**config.mk**
```make
export PLATFORM = sky130hd
export DESIGN_NAME = mcc_control
export DESIGN_NICKNAME = d
export VERILOG_FILES = /design/src/rtl/mcc_pkg.sv /design/src/rtl/mcc_next_state.sv /design/src/rtl/mcc_output_decode.sv /design/src/rtl/mcc_control.sv
export SDC_FILE = /design/constraint.sdc
export NUM_CORES = 1
export LEC_CHECK = 0
export BUFFER_PORTS_ARGS = -buffer_cell sky130_fd_sc_hd__buf_2
export CAP_MARGIN = 25
export CELL_PAD_IN_SITES_DETAIL_PLACEMENT = 0
export CELL_PAD_IN_SITES_GLOBAL_PLACEMENT = 1
export CORE_ASPECT_RATIO = 1.1
export CORE_MARGIN = 4
export CORE_UTILIZATION = 27
export DETAILED_ROUTE_END_ITERATION = 8
export PLACE_DENSITY_LB_ADDON = 0.1
export SETUP_SLACK_MARGIN = 0.1
export SYNTH_ARGS = -nofsm -noshare
export SYNTH_HDL_FRONTEND = slang
export SYNTH_SLANG_ARGS = --single-unit
export TNS_END_PERCENT = 10
```
**constraint.sdc**
```tcl
create_clock -name clk -period 1.3 [get_ports clk]
set_input_delay 0.26 -clock clk [delete_from_list [all_inputs] [get_ports clk]]
set_output_delay 0.26 -clock clk [all_outputs]
set_load 0.05 [all_outputs]
```
**src/rtl/mcc_pkg.sv**
```systemverilog
package mcc_pkg;

    localparam int OPC_W   = 6;
    localparam int STATE_W = 4;

    localparam logic [OPC_W-1:0] OPC_RR    = 6'd0;
    localparam logic [OPC_W-1:0] OPC_JMP   = 6'd2;
    localparam logic [OPC_W-1:0] OPC_BEQ   = 6'd4;
    localparam logic [OPC_W-1:0] OPC_LOAD  = 6'd35;
    localparam logic [OPC_W-1:0] OPC_STORE = 6'd43;

    typedef enum logic [STATE_W-1:0] {
        S_FETCH  = 4'd0,
        S_DECODE = 4'd1,
        S_ADDR   = 4'd2,
        S_MEMRD  = 4'd3,
        S_LDWB   = 4'd4,
        S_MEMWR  = 4'd5,
        S_EXEC   = 4'd6,
        S_RRWB   = 4'd7,
        S_BRANCH = 4'd8,
        S_JUMP   = 4'd9
    } mcc_state_e;

    typedef enum logic [2:0] {
        C_RR, C_MEM, C_BEQ, C_JMP, C_BAD
    } mcc_class_e;

    typedef struct packed {
        logic       pc_wr;
        logic       pc_wr_cond;
        logic       addr_sel;
        logic       mem_rd;
        logic       mem_wr;
        logic       ir_ld;
        logic       wb_sel;
        logic [1:0] pc_src;
        logic [1:0] alu_mode;
        logic       alu_a_sel;
        logic [1:0] alu_b_sel;
        logic       rf_wr;
        logic       rf_dst;
    } mcc_ctrl_t;

    function automatic mcc_class_e classify(input logic [OPC_W-1:0] op);
        case (op)
            OPC_RR:               return C_RR;
            OPC_LOAD, OPC_STORE:  return C_MEM;
            OPC_BEQ:              return C_BEQ;
            OPC_JMP:              return C_JMP;
            default:              return C_BAD;
        endcase
    endfunction

endpackage

```
**src/rtl/mcc_next_state.sv**
```systemverilog
module mcc_next_state
    import mcc_pkg::*;
(
    input  mcc_state_e       cur,
    input  logic [OPC_W-1:0] opcode,
    output mcc_state_e       nxt
);
    mcc_class_e cls;

    always_comb begin
        cls = classify(opcode);
        nxt = S_FETCH;
        case (cur)
            S_FETCH:  nxt = S_DECODE;
            S_DECODE: begin
                case (cls)
                    C_MEM:   nxt = S_ADDR;
                    C_RR:    nxt = S_EXEC;
                    C_BEQ:   nxt = S_BRANCH;
                    C_JMP:   nxt = S_JUMP;
                    default: nxt = S_FETCH;
                endcase
            end
            S_ADDR:   nxt = (opcode == OPC_STORE) ? S_MEMWR : S_MEMRD;
            S_MEMRD:  nxt = S_LDWB;
            S_EXEC:   nxt = S_RRWB;
            default:  nxt = S_FETCH;
        endcase
    end
endmodule

```
**src/rtl/mcc_output_decode.sv**
```systemverilog
module mcc_output_decode
    import mcc_pkg::*;
(
    input  mcc_state_e cur,
    output mcc_ctrl_t  ctl
);
    always_comb begin
        ctl = '0;
        case (cur)
            S_FETCH: begin
                ctl.mem_rd    = 1'b1;
                ctl.ir_ld     = 1'b1;
                ctl.pc_wr     = 1'b1;
                ctl.alu_b_sel = 2'b01;
            end
            S_DECODE: ctl.alu_b_sel = 2'b11;
            S_ADDR: begin
                ctl.alu_a_sel = 1'b1;
                ctl.alu_b_sel = 2'b10;
            end
            S_MEMRD: begin
                ctl.mem_rd   = 1'b1;
                ctl.addr_sel = 1'b1;
            end
            S_LDWB: begin
                ctl.rf_wr  = 1'b1;
                ctl.wb_sel = 1'b1;
            end
            S_MEMWR: begin
                ctl.mem_wr   = 1'b1;
                ctl.addr_sel = 1'b1;
            end
            S_EXEC: begin
                ctl.alu_a_sel = 1'b1;
                ctl.alu_mode  = 2'b10;
            end
            S_RRWB: begin
                ctl.rf_wr  = 1'b1;
                ctl.rf_dst = 1'b1;
            end
            S_BRANCH: begin
                ctl.alu_a_sel  = 1'b1;
                ctl.alu_mode   = 2'b01;
                ctl.pc_wr_cond = 1'b1;
                ctl.pc_src     = 2'b01;
            end
            S_JUMP: begin
                ctl.pc_wr  = 1'b1;
                ctl.pc_src = 2'b10;
            end
            default: ctl = '0;
        endcase
    end

    always_comb begin
        assert_rdwr_excl_R8: assert (!(ctl.mem_rd && ctl.mem_wr));
    end
endmodule

```
**src/rtl/mcc_control.sv**
```systemverilog
module mcc_control
    import mcc_pkg::*;
(
    input  logic             clk,
    input  logic             rst,
    input  logic [OPC_W-1:0] opcode,
    output logic             pc_wr,
    output logic             pc_wr_cond,
    output logic             addr_sel,
    output logic             mem_rd,
    output logic             mem_wr,
    output logic             ir_ld,
    output logic             wb_sel,
    output logic [1:0]       pc_src,
    output logic [1:0]       alu_mode,
    output logic             alu_a_sel,
    output logic [1:0]       alu_b_sel,
    output logic             rf_wr,
    output logic             rf_dst
);
    mcc_state_e state_q;
    mcc_state_e state_d;
    mcc_ctrl_t  ctl;

    mcc_next_state u_next (
        .cur    (state_q),
        .opcode (opcode),
        .nxt    (state_d)
    );

    always_ff @(posedge clk) begin
        if (rst) state_q <= S_FETCH;
        else     state_q <= state_d;
    end

    mcc_output_decode u_out (
        .cur (state_q),
        .ctl (ctl)
    );

    assign pc_wr      = ctl.pc_wr;
    assign pc_wr_cond = ctl.pc_wr_cond;
    assign addr_sel   = ctl.addr_sel;
    assign mem_rd     = ctl.mem_rd;
    assign mem_wr     = ctl.mem_wr;
    assign ir_ld      = ctl.ir_ld;
    assign wb_sel     = ctl.wb_sel;
    assign pc_src     = ctl.pc_src;
    assign alu_mode   = ctl.alu_mode;
    assign alu_a_sel  = ctl.alu_a_sel;
    assign alu_b_sel  = ctl.alu_b_sel;
    assign rf_wr      = ctl.rf_wr;
    assign rf_dst     = ctl.rf_dst;

    assert_reset_fetch_R1: assert property (@(posedge clk) disable iff (rst)
        $past(rst) |-> (ir_ld && mem_rd && !addr_sel));
    assert_fetch_decode_R2: assert property (@(posedge clk) disable iff (rst)
        (state_q == S_FETCH) |=> (state_q == S_DECODE));
    assert_load_chain_R4: assert property (@(posedge clk) disable iff (rst)
        (state_q == S_MEMRD) |=> (rf_wr && wb_sel));
    assert_exec_wb_R6: assert property (@(posedge clk) disable iff (rst)
        (state_q == S_EXEC) |=> (rf_wr && rf_dst));
    assert_path_end_R7: assert property (@(posedge clk) disable iff (rst)
        (state_q inside {S_LDWB, S_MEMWR, S_RRWB, S_BRANCH, S_JUMP}) |=> ir_ld);
    assert_one_access_R8: assert property (@(posedge clk) disable iff (rst)
        $onehot0({mem_rd, mem_wr, rf_wr}));
    assert_store_route_R10: assert property (@(posedge clk) disable iff (rst)
        (state_q == S_ADDR && opcode == OPC_STORE) |=> (mem_wr && !mem_rd));
endmodule

```
* Word-level counts from Yosys, hierarchy flattened
Cells that the tools add are included.
** Storage, ports and cells
- Word-level logic and storage cells :: 43
- Register bits after elaboration :: 4
- Bits of input ports :: 8
** Operators by class
- Reductions and logical operators :: 9
- Mux-type cells :: 17
- Equal/unequal tests :: 16
** Operator list (count)
- $pmux 4 s5 :: 1
- $eq 4x3->1 const B :: 4
- $pmux 4 s4 :: 1
- $eq 6x6->1 const B :: 2
- $pmux 3 s4 :: 1
- $mux 1 :: 10
- $reduce_or 2->1 :: 5
- $eq 4x2->1 const B :: 2
- $eq 4x4->1 const B :: 2
- $pmux 2 s2 :: 2
- $eq 3x2->1 const B :: 2
- $eq 6x2->1 const B :: 1
- $eq 6x3->1 const B :: 1
- $logic_not 6->1 :: 1
- $pmux 2 s3 :: 1
- $eq 4x1->1 const B :: 1
- $logic_not 4->1 :: 1
- $eq 3x1->1 const B :: 1
- $logic_not 3->1 :: 1
- $mux 3 :: 1
- $reduce_or 3->1 :: 1

* Longest topological paths before layout
- Depth in word-level cells :: 6
- Gate-level depth with buffers :: 5
- Mapped depth without buffers :: 3

* Cells and area by module
A second synthesis with hierarchy kept.
** Unflattened totals
- Cell total of the unflattened synthesis :: 56
- Area total of the unflattened synthesis :: 470.5 um2
** By module, submodules not included
- mcc_output_decode :: times used 1, cells an instance 26, area each 207.7 um2
- mcc_next_state :: times used 1, cells an instance 22, area each 157.7 um2
- mcc_control :: times used 1, cells an instance 8, area each 105.1 um2

* Worst setup path after synthesis
Ideal clock, no wire load.
- Path kind :: register to output
- Start :: register state_q[2]
- End :: output pc_src[0]
- Arrival time :: 2.149 ns
- Data required time :: 1.040 ns
- Stages on the path, launching flop included :: 6
- Path slack :: -1.109 ns
- Cell sequence :: dfxtp_1 -> buf_2 -> inv_1 -> nand2_1 -> nor3_1 -> buf_4
** On the way
- Word-level cells in the longest chain between the ends :: 2
- Elaborated cells between the ends (all ways) :: 3
** RTL lines
- start: declaration :: RTL line mcc_control.sv:21 : mcc_state_e state_q;
- start signal: assignment :: RTL line mcc_control.sv:33 : else state_q <= state_d;
- $eq 4x4->1 :: RTL line mcc_output_decode.sv:9 : case (cur)
- $pmux 2 s2 (*) :: RTL line mcc_output_decode.sv:9
- end: declaration :: RTL line mcc_control.sv:14 : output logic [1:0] pc_src,
Mark *: on every way between the ends. The rest lies on a longest branch, timed or not.

* Final worst setup path
- Start :: register state_q[0]
- End :: output alu_mode[1]
** On the way
- Word-level cells in the longest chain between the ends :: 2
- Elaborated cells between the ends (all ways) :: 3
** RTL lines
- $eq 4x4->1 / $eq 4x3->1 (equally long branches) :: RTL line mcc_output_decode.sv:9
- $pmux 2 s2 (*) :: RTL line mcc_output_decode.sv:9
- end: declaration :: RTL line mcc_control.sv:15 : output logic [1:0] alu_mode,
Marked as above.

==> metrics.csv <==
metric,value,unit
status,"finished, violations left",
failing checks,setup timing,
Post-Route Utilization,0.744,
Hold Crit Class,in -> reg,
max-slew violation count,0,
total die area,2180,µm²
CTS Buffer Depth,2,
count of boundary I/O pins,24,
Worst R2R Start,state_q[1]$_SDFF_PP0_,
critical path class,reg -> out,
Post-Synthesis Cells,56,
clk sinks,4,
Place WS,-0.138,ns
"slowest stage delay, CP",0.42,ns
Num CTS Buffers,3,
initial core utilization,0.292,
final setup fails,18,
post-synthesis sequential area ratio,0.198,
clock latency on the worst-skew pair,0.24,ns
CP Capture Type,output pin,
initial DRC count,6,
vias in the first global route,548,
Seq cells post-synth,4,
Post-Syn Nets,64,
clock skew,0.00184,ns
DRC errors left,0,
Reg2Reg Setup Slack,-0.11,ns
routability cong.,0.775,
unique cell type count in the Yosys netlist,30,
"commonest cells after routing, fill and taps aside","buf_6 (20), buf_4 (20), buf_2 (7)",
RSZ-0062 raised after global routing,true,
pin count of the biggest net entering global routing,9,
Root Buffer,clkbuf_4,
ANT cells,0,
crit path DAT,1.29,ns
Reg area,87.6,µm²
via count,615,
cts hold-fix bufs,0,
Avg Inst Size Synth,7.22,µm²
Max-Cap Viols,0,
global-route wire length before repair,2.33,mm
hold depth,3,
Critical Path Fanout Max,6,
Synth Warn #,0,
Main synth FF type,dfxtp_1,
WL met1,534,µm
total length of routed met3 wires,129,µm
Die H,48.6,µm
crit-path cells,"or3b_4, nor2_4, buf_6",
FP Rows,14,
CP max-delay cell,or3b_4,
initial antenna violation count,0,
GRT Overall Usage,0.140,
pwr/cell area,494,nW/µm²
max reg flops,4,
number of fill cells,105,
Peak VDD IR,0.000438,V
CTS tree,built,
Fin. Hold Viols,0,
Final ANT Viol Nets,0,
critical path data required time,1.04,ns
layout cells sized above 1,0.755,
Top Registers,state_q x4,
Final Critical Period,1.55,ns
Post-synth EDFFs,0,
Avg WL per Cell,12.5,µm
drt via density,5.21,
Leak,0.432,nW
worst hold start,opcode[1],
r2r endpoint,state_q[2]$_SDFF_PP0_,
Final TNS setup,-2.74,ns
Overflow after GRT,0,
CP startpoint kind,register,
Final HPWL DP,1.13,mm
Overall Power,509,µW
"CTS clk-pin slew, worst paths",0.04,ns
Top Layer Used,met4,
Post-Syn Area,404,µm²
DR WL met2,777,µm
Worst slew margin,0.759,
Port Buf Inserts,23,
CORE AREA,1380,µm²
"Period Utilization, post-route",1.19,
Final #Nets,112,
multi-input logic area,459,µm²
cells on worst reg2reg path,5,
final wirelength,1.47,mm
synthesis-to-finish area growth,155,%
WHS Endpoint,state_q[0]$_SDFF_PP0_,
CTS H-Tree Depth,1,
Worst Max-Slew Pin Slew,0.352,ns
die width,44.9,µm
Max Clock Freq,646,MHz
Synth async-reset ratio,0,
total iterations of the first detailed-routing run,4,
final worst slack,-0.248,ns
largest reg by FF count,state_q,
-- cells in the mapped netlist, drive strengths merged (2+ instances only) --
library cell  count  area [µm²]
xor2              2        17.5
nor4              3        25.0
inv               2        7.51
nand2b            3        18.8
nor2              7        26.3
buf               5        27.5
nand2             3        11.3
nor3              7        35.0
dfxtp             4        80.1
a21oi             2        10.0
-- logic make-up after synthesis --
logic type,share of synthesized area
simple gates,0.443
compound gates,0.207
buf+inv,0.0867
flops,0.198
xor+xnor,0.0650
-- stage by stage --
stage / instance area, µm² / hold slack [ns] / std cells
finish: 1030 / 0.318 / 118
global placement: 810 / 0.572 / 112
global route: 1030 / 0.329 / 118
floorplan: 562 / 0.411 / 56
detailed placement: 810 / 0.572 / 112
CTS: 955 / 0.317 / 115
-- worst max-delay path, delay by kind of cell, from the launching register on --
family                 cells  cell delay [ns]
AND/OR/NAND/NOR            2             0.53
flip-flops                 1             0.36
buffers and inverters      1             0.16
-- how the worst max path moves through the flow --
stage          slack, ns  cells past startpoint     endpoint                   from
3_3_place_gp       -0.11                      3    alu_a_sel  state_q[0]$_SDFF_PP0_
6_report           -0.25                      3  alu_mode[1]  state_q[0]$_SDFF_PP0_
5_1_grt            -0.28                      3  alu_mode[1]  state_q[0]$_SDFF_PP0_
4_1_cts            -0.24                      4        pc_wr  state_q[0]$_SDFF_PP0_
3_5_place_dp       -0.14                      3    alu_a_sel  state_q[0]$_SDFF_PP0_
2_1_floorplan      -0.30                      5    pc_src[0]  state_q[2]$_SDFF_PP0_
-- what timing repair did --
action,4_1_cts,5_1_grt
endpoints found under the hold margin,0,0
gates resized for setup,38,13
setup buffers,0,3
endpoints found under the setup margin,19,20
pin swaps,3,5
-- report_power, final --
group / switching [mW] / internal [mW]
registers: 0.00632 / 0.127
clock network: 0.0552 / 0.104
logic: 0.119 / 0.0974
total: 0.181 / 0.328
-- metal layers --
layer  GRT usage  up-vias
li1            -      306
met1       0.162      279
met2       0.234       25
met3      0.0259        5
met4      0.0732        0
met5           0        -
-- cell type report --
| type | count | share of cell area |
|---|---|---|
| Inverter | 2 | 0.0146 |
| Clock buffer | 3 | 0.0219 |
| Sequential cell | 4 | 0.0851 |
| Multi-Input combinational cell | 45 | 0.446 |
| Tap cell | 16 | 0.0194 |
| Timing Repair Buffer | 48 | 0.413 |
No activity file was read; power rests on OpenSTA's default activity.
